$ cat src/rtl/exc_take_ctrl.sv
module exc_take_ctrl #(
  parameter int IRQ_N = 4,
  parameter int CNT_W = 4
) (
  input  logic             clk,
  input  logic             rst_n,
  input  logic             hrst_req,
  input  logic             por_req,
  input  logic             mchk_req,
  input  logic             srst_req,
  input  logic [IRQ_N-1:0] irq_req,
  input  logic             ifetch_req,
  input  logic             me_en,
  input  logic             ri_en,
  input  logic             stq_empty,
  input  logic             stq_cancel,
  input  logic             cmpl_open,
  input  logic             disp_pulse,
  input  logic             cmpl_pulse,
  input  logic             head_exc,
  output logic [5:0]       take,
  output logic             checkstop,
  output logic             disp_halt,
  output logic             cmpl_halt,
  output logic [5:0]       pend
);
  localparam logic [CNT_W-1:0] CNT_MAX = '1;
  localparam logic [CNT_W-1:0] CNT_ONE = {{(CNT_W-1){1'b0}}, 1'b1};

  logic hr_p, mc_p, sr_p, irq_p, if_p, cs, armed;
  logic [CNT_W-1:0] cnt;
  logic [5:0] elig;

  wire recov  = ri_en & stq_empty & ~stq_cancel & ~cmpl_open;
  wire empty  = (cnt == '0);
  wire quiet  = ~cs & ~mc_p;
  wire cs_set = mc_p & ~me_en & ~cs;
  wire any_tk = |take;

  assign elig[0] = hr_p;
  assign elig[1] = mc_p & me_en & ~cs;
  assign elig[2] = sr_p & recov & quiet;
  assign elig[3] = head_exc & ~empty & quiet;
  assign elig[4] = irq_p & (armed | empty) & recov & quiet;
  assign elig[5] = if_p & empty & recov & quiet;

  assign take      = elig & (~elig + 6'd1);
  assign checkstop = cs;
  assign disp_halt = if_p | cs;
  assign cmpl_halt = (irq_p & armed) | cs;
  assign pend      = {if_p, irq_p, head_exc & ~empty, sr_p, mc_p, hr_p};

  always_ff @(posedge clk) begin
    if (!rst_n) begin
      hr_p  <= 1'b0;
      mc_p  <= 1'b0;
      sr_p  <= 1'b0;
      irq_p <= 1'b0;
      if_p  <= 1'b0;
      cs    <= 1'b0;
      armed <= 1'b0;
      cnt   <= '0;
    end else if (take[0]) begin
      hr_p  <= hrst_req | por_req;
      mc_p  <= 1'b0;
      sr_p  <= 1'b0;
      irq_p <= 1'b0;
      if_p  <= 1'b0;
      cs    <= 1'b0;
      armed <= 1'b0;
      cnt   <= '0;
    end else begin
      hr_p  <= hrst_req | por_req;
      cs    <= cs | cs_set;
      mc_p  <= ((mc_p & ~take[1] & ~cs_set) | mchk_req) & ~cs & ~cs_set;
      sr_p  <= (sr_p & ~take[2]) | srst_req;
      irq_p <= (irq_p & ~take[4]) | (|irq_req);
      if_p  <= (if_p & ~take[5] & ~take[3]) | ifetch_req;
      if (any_tk)
        armed <= 1'b0;
      else if (irq_p & cmpl_pulse & ~head_exc & ~empty)
        armed <= 1'b1;
      if (any_tk)
        cnt <= '0;
      else if (disp_pulse & ~cmpl_pulse & (cnt != CNT_MAX))
        cnt <= cnt + CNT_ONE;
      else if (cmpl_pulse & ~disp_pulse & ~empty)
        cnt <= cnt - CNT_ONE;
    end
  end

  p_onehot_r1: assert property (@(posedge clk) disable iff (!rst_n)
    $onehot0(take));

  p_clear_r1: assert property (@(posedge clk) disable iff (!rst_n)
    take[2] && !srst_req |=> !pend[2]);

  p_hard_r2: assert property (@(posedge clk) disable iff (!rst_n)
    take[0] && !srst_req && !ifetch_req && (irq_req == '0) && !mchk_req
    |=> !checkstop && !pend[1] && !pend[2] && !pend[4] && !pend[5]);

  p_mchk_en_r3: assert property (@(posedge clk) disable iff (!rst_n)
    take[1] |-> me_en);

  p_cs_sticky_r3: assert property (@(posedge clk) disable iff (!rst_n)
    checkstop && !take[0] |=> checkstop);

  p_cs_quiet_r3: assert property (@(posedge clk) disable iff (!rst_n)
    checkstop |-> (take[5:1] == 5'b0) && disp_halt && cmpl_halt);

  p_recov_r4: assert property (@(posedge clk) disable iff (!rst_n)
    (take[2] || take[4] || take[5]) |-> ri_en && stq_empty && !stq_cancel && !cmpl_open);

  p_drop_fetch_r8: assert property (@(posedge clk) disable iff (!rst_n)
    take[3] && !ifetch_req |=> !pend[5]);
endmodule

$ cat config.mk
export PLATFORM = sky130hd
export DESIGN_NAME = exc_take_ctrl
export DESIGN_NICKNAME = d
export VERILOG_FILES = /design/src/rtl/exc_take_ctrl.sv
export SDC_FILE = /design/constraint.sdc
export NUM_CORES = 1
export LEC_CHECK = 0
export BUFFER_PORTS_ARGS = -buffer_cell sky130_fd_sc_hd__buf_2
export CAP_MARGIN = 20
export CORE_ASPECT_RATIO = 1.25
export CORE_MARGIN = 2
export CORE_UTILIZATION = 41
export DETAILED_ROUTE_END_ITERATION = 12
export GPL_ROUTABILITY_DRIVEN = 0
export HOLD_SLACK_MARGIN = 0.1
export PLACE_DENSITY = 0.74
export SYNTH_ARGS = -nofsm -noshare
export SYNTH_HDL_FRONTEND = slang
export SYNTH_SLANG_ARGS = --single-unit
$ cat constraint.sdc
create_clock -name clk -period 2.55 [get_ports clk]
set_input_delay 0.765 -clock clk [delete_from_list [all_inputs] [get_ports clk]]
set_output_delay 0.765 -clock clk [all_outputs]
set_load 0.005 [all_outputs]
# Yosys cells after proc, flatten, opt, wreduce, memory -nomap -nowiden
# Cells that the tools add are included.
word_totals:
  reg_bits: 11
  latchBits: 0
  mem_bits_rw: 0
  romBits: 0
  input_bits: 19
  out_inout_bits: 15
  wordCells: 80
  mem_count: 0
classes:
  n_addsub: 3
  mul: 0
  n_div: 0
  n_lt_le_gt_ge: 0
  eq_ne: 1
  shifts: 0
  muxes: 2
  bitwise_logic: 61
  n_reduce_logical: 5
op_table:
  columns: ["op", "n"]
  rows:
  - ["1-bit AND", 34]
  - ["1-bit inverter", 16]
  - ["1-bit OR", 9]
  - ["4-bit two-way mux", 2]
  - ["7-bit OR reduction", 1]
  - ["6-bit by 1-bit adder with 6-bit output (second input constant)", 1]
  - ["6-bit AND", 1]
  - ["6-bit inverter", 1]
  - ["4-bit by 1-bit adder with 4-bit output (second input constant)", 1]
  - ["4-bit logical NOT", 1]
  - ["4-bit inequality test (second input constant)", 1]
  - ["4-bit OR reduction", 1]
  - ["4-bit by 1-bit subtractor with 4-bit output (second input constant)", 1]
  - ["2-bit nonzero test", 1]
  - ["2-bit OR reduction", 1]

# Longest topological paths before layout
# Gate-level depths: netlist (run 1).
logic_depth:
  ltp_word: 14
  depth_mapped: 7
  depth_no_buf: 7

# Worst setup path after synthesis (run 1)
# Ideal clock, no wire load.
synth_path:
  path_type: "input to output"
  start: "input port cmpl_open"
  end: "output port take[4]"
  t_arrival_ns: 1.852
  required_time_ns: 1.785
  path_slack_ns: -0.067
  stages: 3
  path_buffers: 0
  cell_sequence: "and4bb_2 -> or4b_1 -> nor4_1"
synth_via:
  elab_chain_len: 7
  word_cells_on_any_way: 9
  cone_classes: "1 x add/sub; 8 x bitwise"
synth_lines:
  columns: ["item", "line", "text"]
  rows:
  - ["start: declaration", "17", "input logic cmpl_open,"]
  - ["1-bit inverter (*)", "34", "wire recov = ri_en & stq_empty & ~stq_cancel & ~cmpl_open;"]
  - ["1-bit AND (*)", "34", null]
  - ["1-bit AND, on equally long branches (2 in a row)", "42, 44", null]
  - ["6-bit inverter", "47", "assign take = elig & (~elig + 6'd1);"]
  - ["6-bit by 1-bit adder with 6-bit output", "47", null]
  - ["6-bit AND (*)", "47", null]
  - ["end: declaration", "21", "output logic [5:0] take,"]
# Every way passes the cells marked *; elsewhere a longest branch is shown, timed or not.

# Worst setup path in the final report (run 1)
# Same ends and word-level chain as after synthesis.

==> results.json, run 1 <==
{
  "insertion_delay_ps": 270,
  "crit-reg2reg-capture": "cnt[3]$_SDFFE_PP0P_",
  "synth_nets": 106,
  "htreeDepth": 1,
  "cts_hold_buffers": 0,
  "final-seq-area_um2": 220,
  "fin_crit_ps": 2740,
  "drt_iter0_drc": 12,
  "dieWidth_um": 42.3,
  "critical_path_arrival_ps": 1970,
  "drc": 0,
  "dr_wl_met3_um": 142,
  "routed_wl_mm": 1.96,
  "clock_sinks": 11,
  "io_pins": 34,
  "setup_viol": 4,
  "failed_checks": "negative setup slack",
  "ys_ff_latch": 11,
  "grt_pass1_vias": 785,
  "start_util_pct": 43.2,
  "ys_warn_count": 0,
  "routedWlPerCell_um": 13.6,
  "root_buffer": "clkbuf_4",
  "hold_path_end": "if_p$_SDFF_PP0_",
  "dr.max_layer_used": "met4",
  "instances_no_fill": 144,
  "worst_pin_slew_ps": 575,
  "viasPerCell": 5.65,
  "cts.path.max_buffers": 2,
  "mappedNetlistArea_um2": 753,
  "slew_viol_final": 0,
  "r2r_start": "cnt[1]$_SDFFE_PP0P_",
  "cp.required_ps": 1790,
  "place_inst": 138,
  "synthCells": 84,
  "core_mm2": 0.00174,
  "finClkSkew_ps": 0.775,
  "drive_gt1_share_pct": 49.6,
  "synth_cell_types": 39,
  "hold_class": "flop to flop",
  "reg2reg_slack_ps": 220,
  "antennaDiodeCount": 0,
  "multi_input_area_um2": 523,
  "fp-row-count": 17,
  "p_leak_uw": 0.000482,
  "final_core_util_pct": 60.8,
  "setup_slack_ps": -187,
  "pre_cts_ws_ps": -206,
  "antenna_found_initial": 0,
  "min_from": "if_p$_SDFF_PP0_",
  "slew_headroom_pct": 61.7,
  "drtAntennaViolNets": 0,
  "grt_max_degree": 10,
  "hold_viol": 0,
  "grt_use_total_pct": 19.9,
  "whs_ps": 507,
  "clk_pin_slew_ps": 60,
  "cts_made_buffers": 3,
  "clock.fmax_mhz": 365,
  "drt-met1-wl_um": 768,
  "power.density_mw_per_mm2": 437,
  "vias": 813,
  "worst-setup-path-type": "primary input to output pin",
  "wl_met2_mm": 1.01,
  "cts_tree": "done",
  "status": "finished with violations",
  "overflow": 0,
  "area_delta_synth_final_pct": 40.9,
  "dp_hpwl_mm": 1.48,
  "avgSynthCellArea_um2": 8.97,
  "period_share_pct": 107,
  "place.port_buffers": 33,
  "max-vdd-ir-drop_mv": 0.272,
  "critPathLaunchType": "primary input",
  "num-nets-final": 148,
  "grt_pass1_wl_mm": 3.39,
  "dieArea_mm2": 0.00220,
  "nFillCells": 163,
  "crit_fanout": 2,
  "synth-seq-area-share_pct": 29.2,
  "cap_viol_max_count": 0,
  "dr.pass1.iters": 4,
  "holdPathStages": 2,
  "r2r_cells": 7,
  "endpoint_kind": "output pin",
  "rsz0062_at_grt": "yes",
  "fin_tns_setup_ps": -494,
  "fp.dieH_um": 51.9
}
metrics by stage:
step	instance area (um2)	total power (uW)
final	1060	464
after floorplan	769	289
after global routing	1060	492
after detailed placement	973	338
after CTS	1020	458
after global placement	973	333
routing by layer:
layer | up-vias | GRT usage (%)
met2 | 38 | 37.4
li1 | 394 | -
met1 | 376 | 22.1
met4 | 0 | 7.81
met3 | 5 | 3.13
met5 | - | 0
registers in the layout, indices dropped and copies added, names as in the netlist:
signal	count
cnt	4
armed	1
checkstop	1
hr_p	1
if_p	1
irq_p	1
mc_p	1
sr_p	1
kinds of logic after synthesis:
kind of cell / share of synthesized area (%)
multiplexers: 1.33
flip-flops: 29.2
XOR/XNOR: 2.33
adder cells (fa/ha/maj): 5.98
buffers and inverters: 6.98
AO/OA/AOI/OAI: 20.8
AND/OR/NAND/NOR: 33.4
layout by cell type (no fill, tap or decap), types with 2 or more instances in the layout:
cell	instances
o21ai_0	2
a21oi_1	5
buf_2	31
or2_2	2
xnor2_1	2
nor4_1	3
inv_1	2
clkbuf_4	3
ha_1	2
nand2_1	5
dfxtp_1	11
nor3_1	5
nor2_1	6
o41ai_1	2
nand2b_1	2
buf_6	4
o21a_1	2
buf_4	8
nor2b_1	2
critical path: stages:
cell	delay (ps)
buf_6	90
and4bb_2	290
or4b_4	480
nor4_2	200
buf_2	150
synthesized netlist by cell type:
master	count	area share, %
nand2b_1	2	1.7
nand3_1	1	0.66
or2_2	2	1.7
or4b_1	1	1.3
ha_1	2	3.3
fa_1	1	2.7
o21a_1	2	2.0
or4_4	1	1.5
or3_4	1	1.5
mux2i_1	1	1.3
a311oi_1	1	1.2
a2111oi_0	1	1.2
nor4_1	4	3.3
and4b_1	1	1.3
nor3_1	5	3.3
nor4b_2	1	2.0
o21ai_1	1	0.66
o41ai_1	2	2.3
and2_2	1	1.0
and4_2	1	1.3
xnor2_1	2	2.3
o21ai_0	2	1.3
nand2_1	5	2.5
inv_1	2	1.0
a21o_2	1	1.2
dfxtp_1	11	29
and3_4	1	1.5
nor2b_1	2	1.7
a211oi_1	1	1.0
a41oi_1	1	1.2
and4bb_2	1	1.7
and3b_1	1	1.2
buf_4	6	6.0
o22ai_1	1	0.83
a2111oi_4	1	3.7
a21o_1	1	1.0
and3_1	1	0.83
a21oi_1	5	3.3
nor2_1	7	3.5
layout make-up:
type,instances,share of cell area [%]
Multi-Input combinational cell,65,49.3
Timing Repair Buffer,43,24.5
Sequential cell,11,20.8
Clock buffer,4,2.48
Tap cell,19,2.24
Inverter,2,0.708
worst max-delay path by stage:
stage | startpoint | to | slack [ps] | cells after the start
5_1_grt | cmpl_open | take[4] | -270 | 5
2_1_floorplan | cmpl_open | take[4] | -3 | 3
6_report | cmpl_open | take[4] | -190 | 5
3_5_place_dp | cmpl_open | take[2] | -210 | 6
3_3_place_gp | cmpl_open | take[4] | -190 | 5
4_1_cts | cmpl_open | take[4] | -190 | 5
what timing repair did:
item                       in CTS  in global routing
pin swaps                       0                  4
setup endpoints to repair       4                  4
resized for setup               4                  5
buffers inserted                0                  2
report_power, final:
group / switching (uW) / leakage [uW] / internal, uW
registers: 19.0 / 0.0000903 / 182
logic: 66.7 / 0.000377 / 78.3
clock network: 57.1 / 0.0000150 / 60.7
No activity file was read; power rests on OpenSTA's default activity.
==> run 2, diff against run 1 <==
--- a/config.mk
+++ b/config.mk
@@ -7,13 +7,15 @@
 export LEC_CHECK = 0
 export BUFFER_PORTS_ARGS = -buffer_cell sky130_fd_sc_hd__buf_2
 export CAP_MARGIN = 20
+export CELL_PAD_IN_SITES_DETAIL_PLACEMENT = 1
+export CELL_PAD_IN_SITES_GLOBAL_PLACEMENT = 1
 export CORE_ASPECT_RATIO = 1.25
 export CORE_MARGIN = 2
-export CORE_UTILIZATION = 41
+export CORE_UTILIZATION = 29
 export DETAILED_ROUTE_END_ITERATION = 12
 export GPL_ROUTABILITY_DRIVEN = 0
 export HOLD_SLACK_MARGIN = 0.1
-export PLACE_DENSITY = 0.74
+export PLACE_DENSITY = 0.73
 export SYNTH_ARGS = -nofsm -noshare
 export SYNTH_HDL_FRONTEND = slang
 export SYNTH_SLANG_ARGS = --single-unit
==> constraint.sdc (replaced) <==
create_clock -name clk -period 2.55 [get_ports clk]
set_input_delay 0.765 -clock clk [delete_from_list [all_inputs] [get_ports clk]]
set_output_delay 0.765 -clock clk [all_outputs]
set_load 0.05 [all_outputs]
==> results.json, run 2 (synthesized netlist as in run 1, its figures left out) <==
{
  "clock_sinks": 11,
  "hold_class": "flop to flop",
  "place_area_mm2": 0.00106,
  "final_cell_mix": "buf_2 (26), buf_4 (15), dfxtp_1 (11)",
  "htreeDepth": 1,
  "reg2reg_slack_ps": 170,
  "cts_made_buffers": 3,
  "final_common_cell": "buf_2",
  "drt_iter0_drc": 4,
  "fin_crit_ps": 2810,
  "area_delta_synth_final_pct": 58.6,
  "overflow": 0,
  "root_buffer": "clkbuf_4",
  "cts.path.max_buffers": 2,
  "core_mm2": 0.00245,
  "dr.pass1.iters": 4,
  "drc": 0,
  "worst_pin_slew_ps": 730,
  "finClkSkew_ps": 6.57,
  "critical_path_arrival_ps": 2050,
  "pre_cts_ws_ps": -394,
  "cap_viol_max_count": 0,
  "r2r_cells": 8,
  "routed_wl_mm": 2.50,
  "crit-reg2reg-capture": "cnt[3]$_SDFFE_PP0P_",
  "max-vdd-ir-drop_mv": 0.226,
  "regMostFlops": "cnt",
  "cp.required_ps": 1790,
  "design_area_mm2": 0.00119,
  "slew_headroom_pct": 50.7,
  "start_util_pct": 30.7,
  "worst-setup-path-type": "primary input to output pin",
  "rsz0062_at_grt": "yes",
  "slew_viol_final": 0,
  "fp.dieH_um": 61.0,
  "grt_use_total_pct": 17.5,
  "setup_slack_ps": -264,
  "routedWlPerCell_um": 15.2,
  "instances_no_fill": 164,
  "hold_viol": 0,
  "largest_register_ffs": 4,
  "clock.fmax_mhz": 355,
  "place_inst": 159,
  "p_leak_uw": 0.000523,
  "antennaDiodeCount": 0,
  "clk_pin_slew_ps": 70,
  "dieWidth_um": 49.6,
  "fp-row-count": 20,
  "hold_path_end": "if_p$_SDFF_PP0_",
  "num-nets-final": 154,
  "cts_tree": "done",
  "insertion_delay_ps": 270,
  "drive_gt1_share_pct": 54.2,
  "crit_fanout": 2,
  "r2r_start": "cnt[0]$_SDFFE_PP0P_",
  "power.density_mw_per_mm2": 449,
  "viasPerCell": 5.16,
  "whs_ps": 525,
  "drtAntennaViolNets": 0,
  "period_share_pct": 110,
  "critPathLaunchType": "primary input",
  "setup_viol": 4,
  "endpoint_kind": "output pin",
  "place.port_buffers": 33,
  "io_pins": 34,
  "dp_hpwl_mm": 1.93,
  "min_from": "if_p$_SDFF_PP0_",
  "grt_pass1_vias": 917,
  "status": "finished with violations",
  "grt_pass1_wl_mm": 4.11,
  "holdPathStages": 2,
  "antenna_found_initial": 0,
  "vias": 846,
  "failed_checks": "negative setup slack",
  "cts_hold_buffers": 0,
  "dieArea_mm2": 0.00302,
  "final_core_util_pct": 48.7,
  "grt_max_degree": 10
}
## run 2: area by class of cell
cell class              count  area, um2
clock buffers               4       26.3
fillers                   317       1260
flip-flops and latches     11        220
multi-input cells          65        559
inverters                   2       7.51
repair buffers             49        340
well taps                  33       41.3
## run 2: through the flow
step           TNS [ps]  power (uW)
3_3_place_gp      -1360         392
3_5_place_dp      -1550         399
2_1_floorplan      -670         335
5_1_grt           -1160         568
4_1_cts            -897         534
6_report           -974         536
## run 2: routing by layer
metal  up-vias  GRT usage [%]  wire length [um]
li1        406              -                 -
met1       417           20.4               990
met2        23           34.9              1410
met3         0           2.46                95
met4         0           2.38                 0
met5         -              0                 0
## run 2: worst max path at each step
stage,startpoint,end,depth (start not counted)
4_1_cts,stq_cancel,take[4],5
3_5_place_dp,cmpl_open,take[4],5
2_1_floorplan,cmpl_open,take[4],3
6_report,stq_cancel,take[4],5
3_3_place_gp,cmpl_open,take[4],5
5_1_grt,stq_cancel,take[4],5
## run 2: report_power, final
| part | total, uW | switching (uW) | internal (uW) |
|---|---|---|---|
| Clock | 123 | 62.2 | 60.5 |
| Combinational | 215 | 122 | 93.0 |
| Sequential | 198 | 16.5 | 182 |
## run 2: critical path, stage by stage
cell      delay [ps]
buf_6             90
and4bb_2         290
or4b_4           480
nor4_4           230
buf_6            190
## run 2: what timing repair did
| action | 4_1_cts | 5_1_grt |
|---|---|---|
| cloned | 0 | 0 |
| pin swaps | 5 | 3 |
| gates resized for setup | 18 | 4 |
| buffers inserted | 1 | 1 |
| setup endpoints to repair | 4 | 5 |
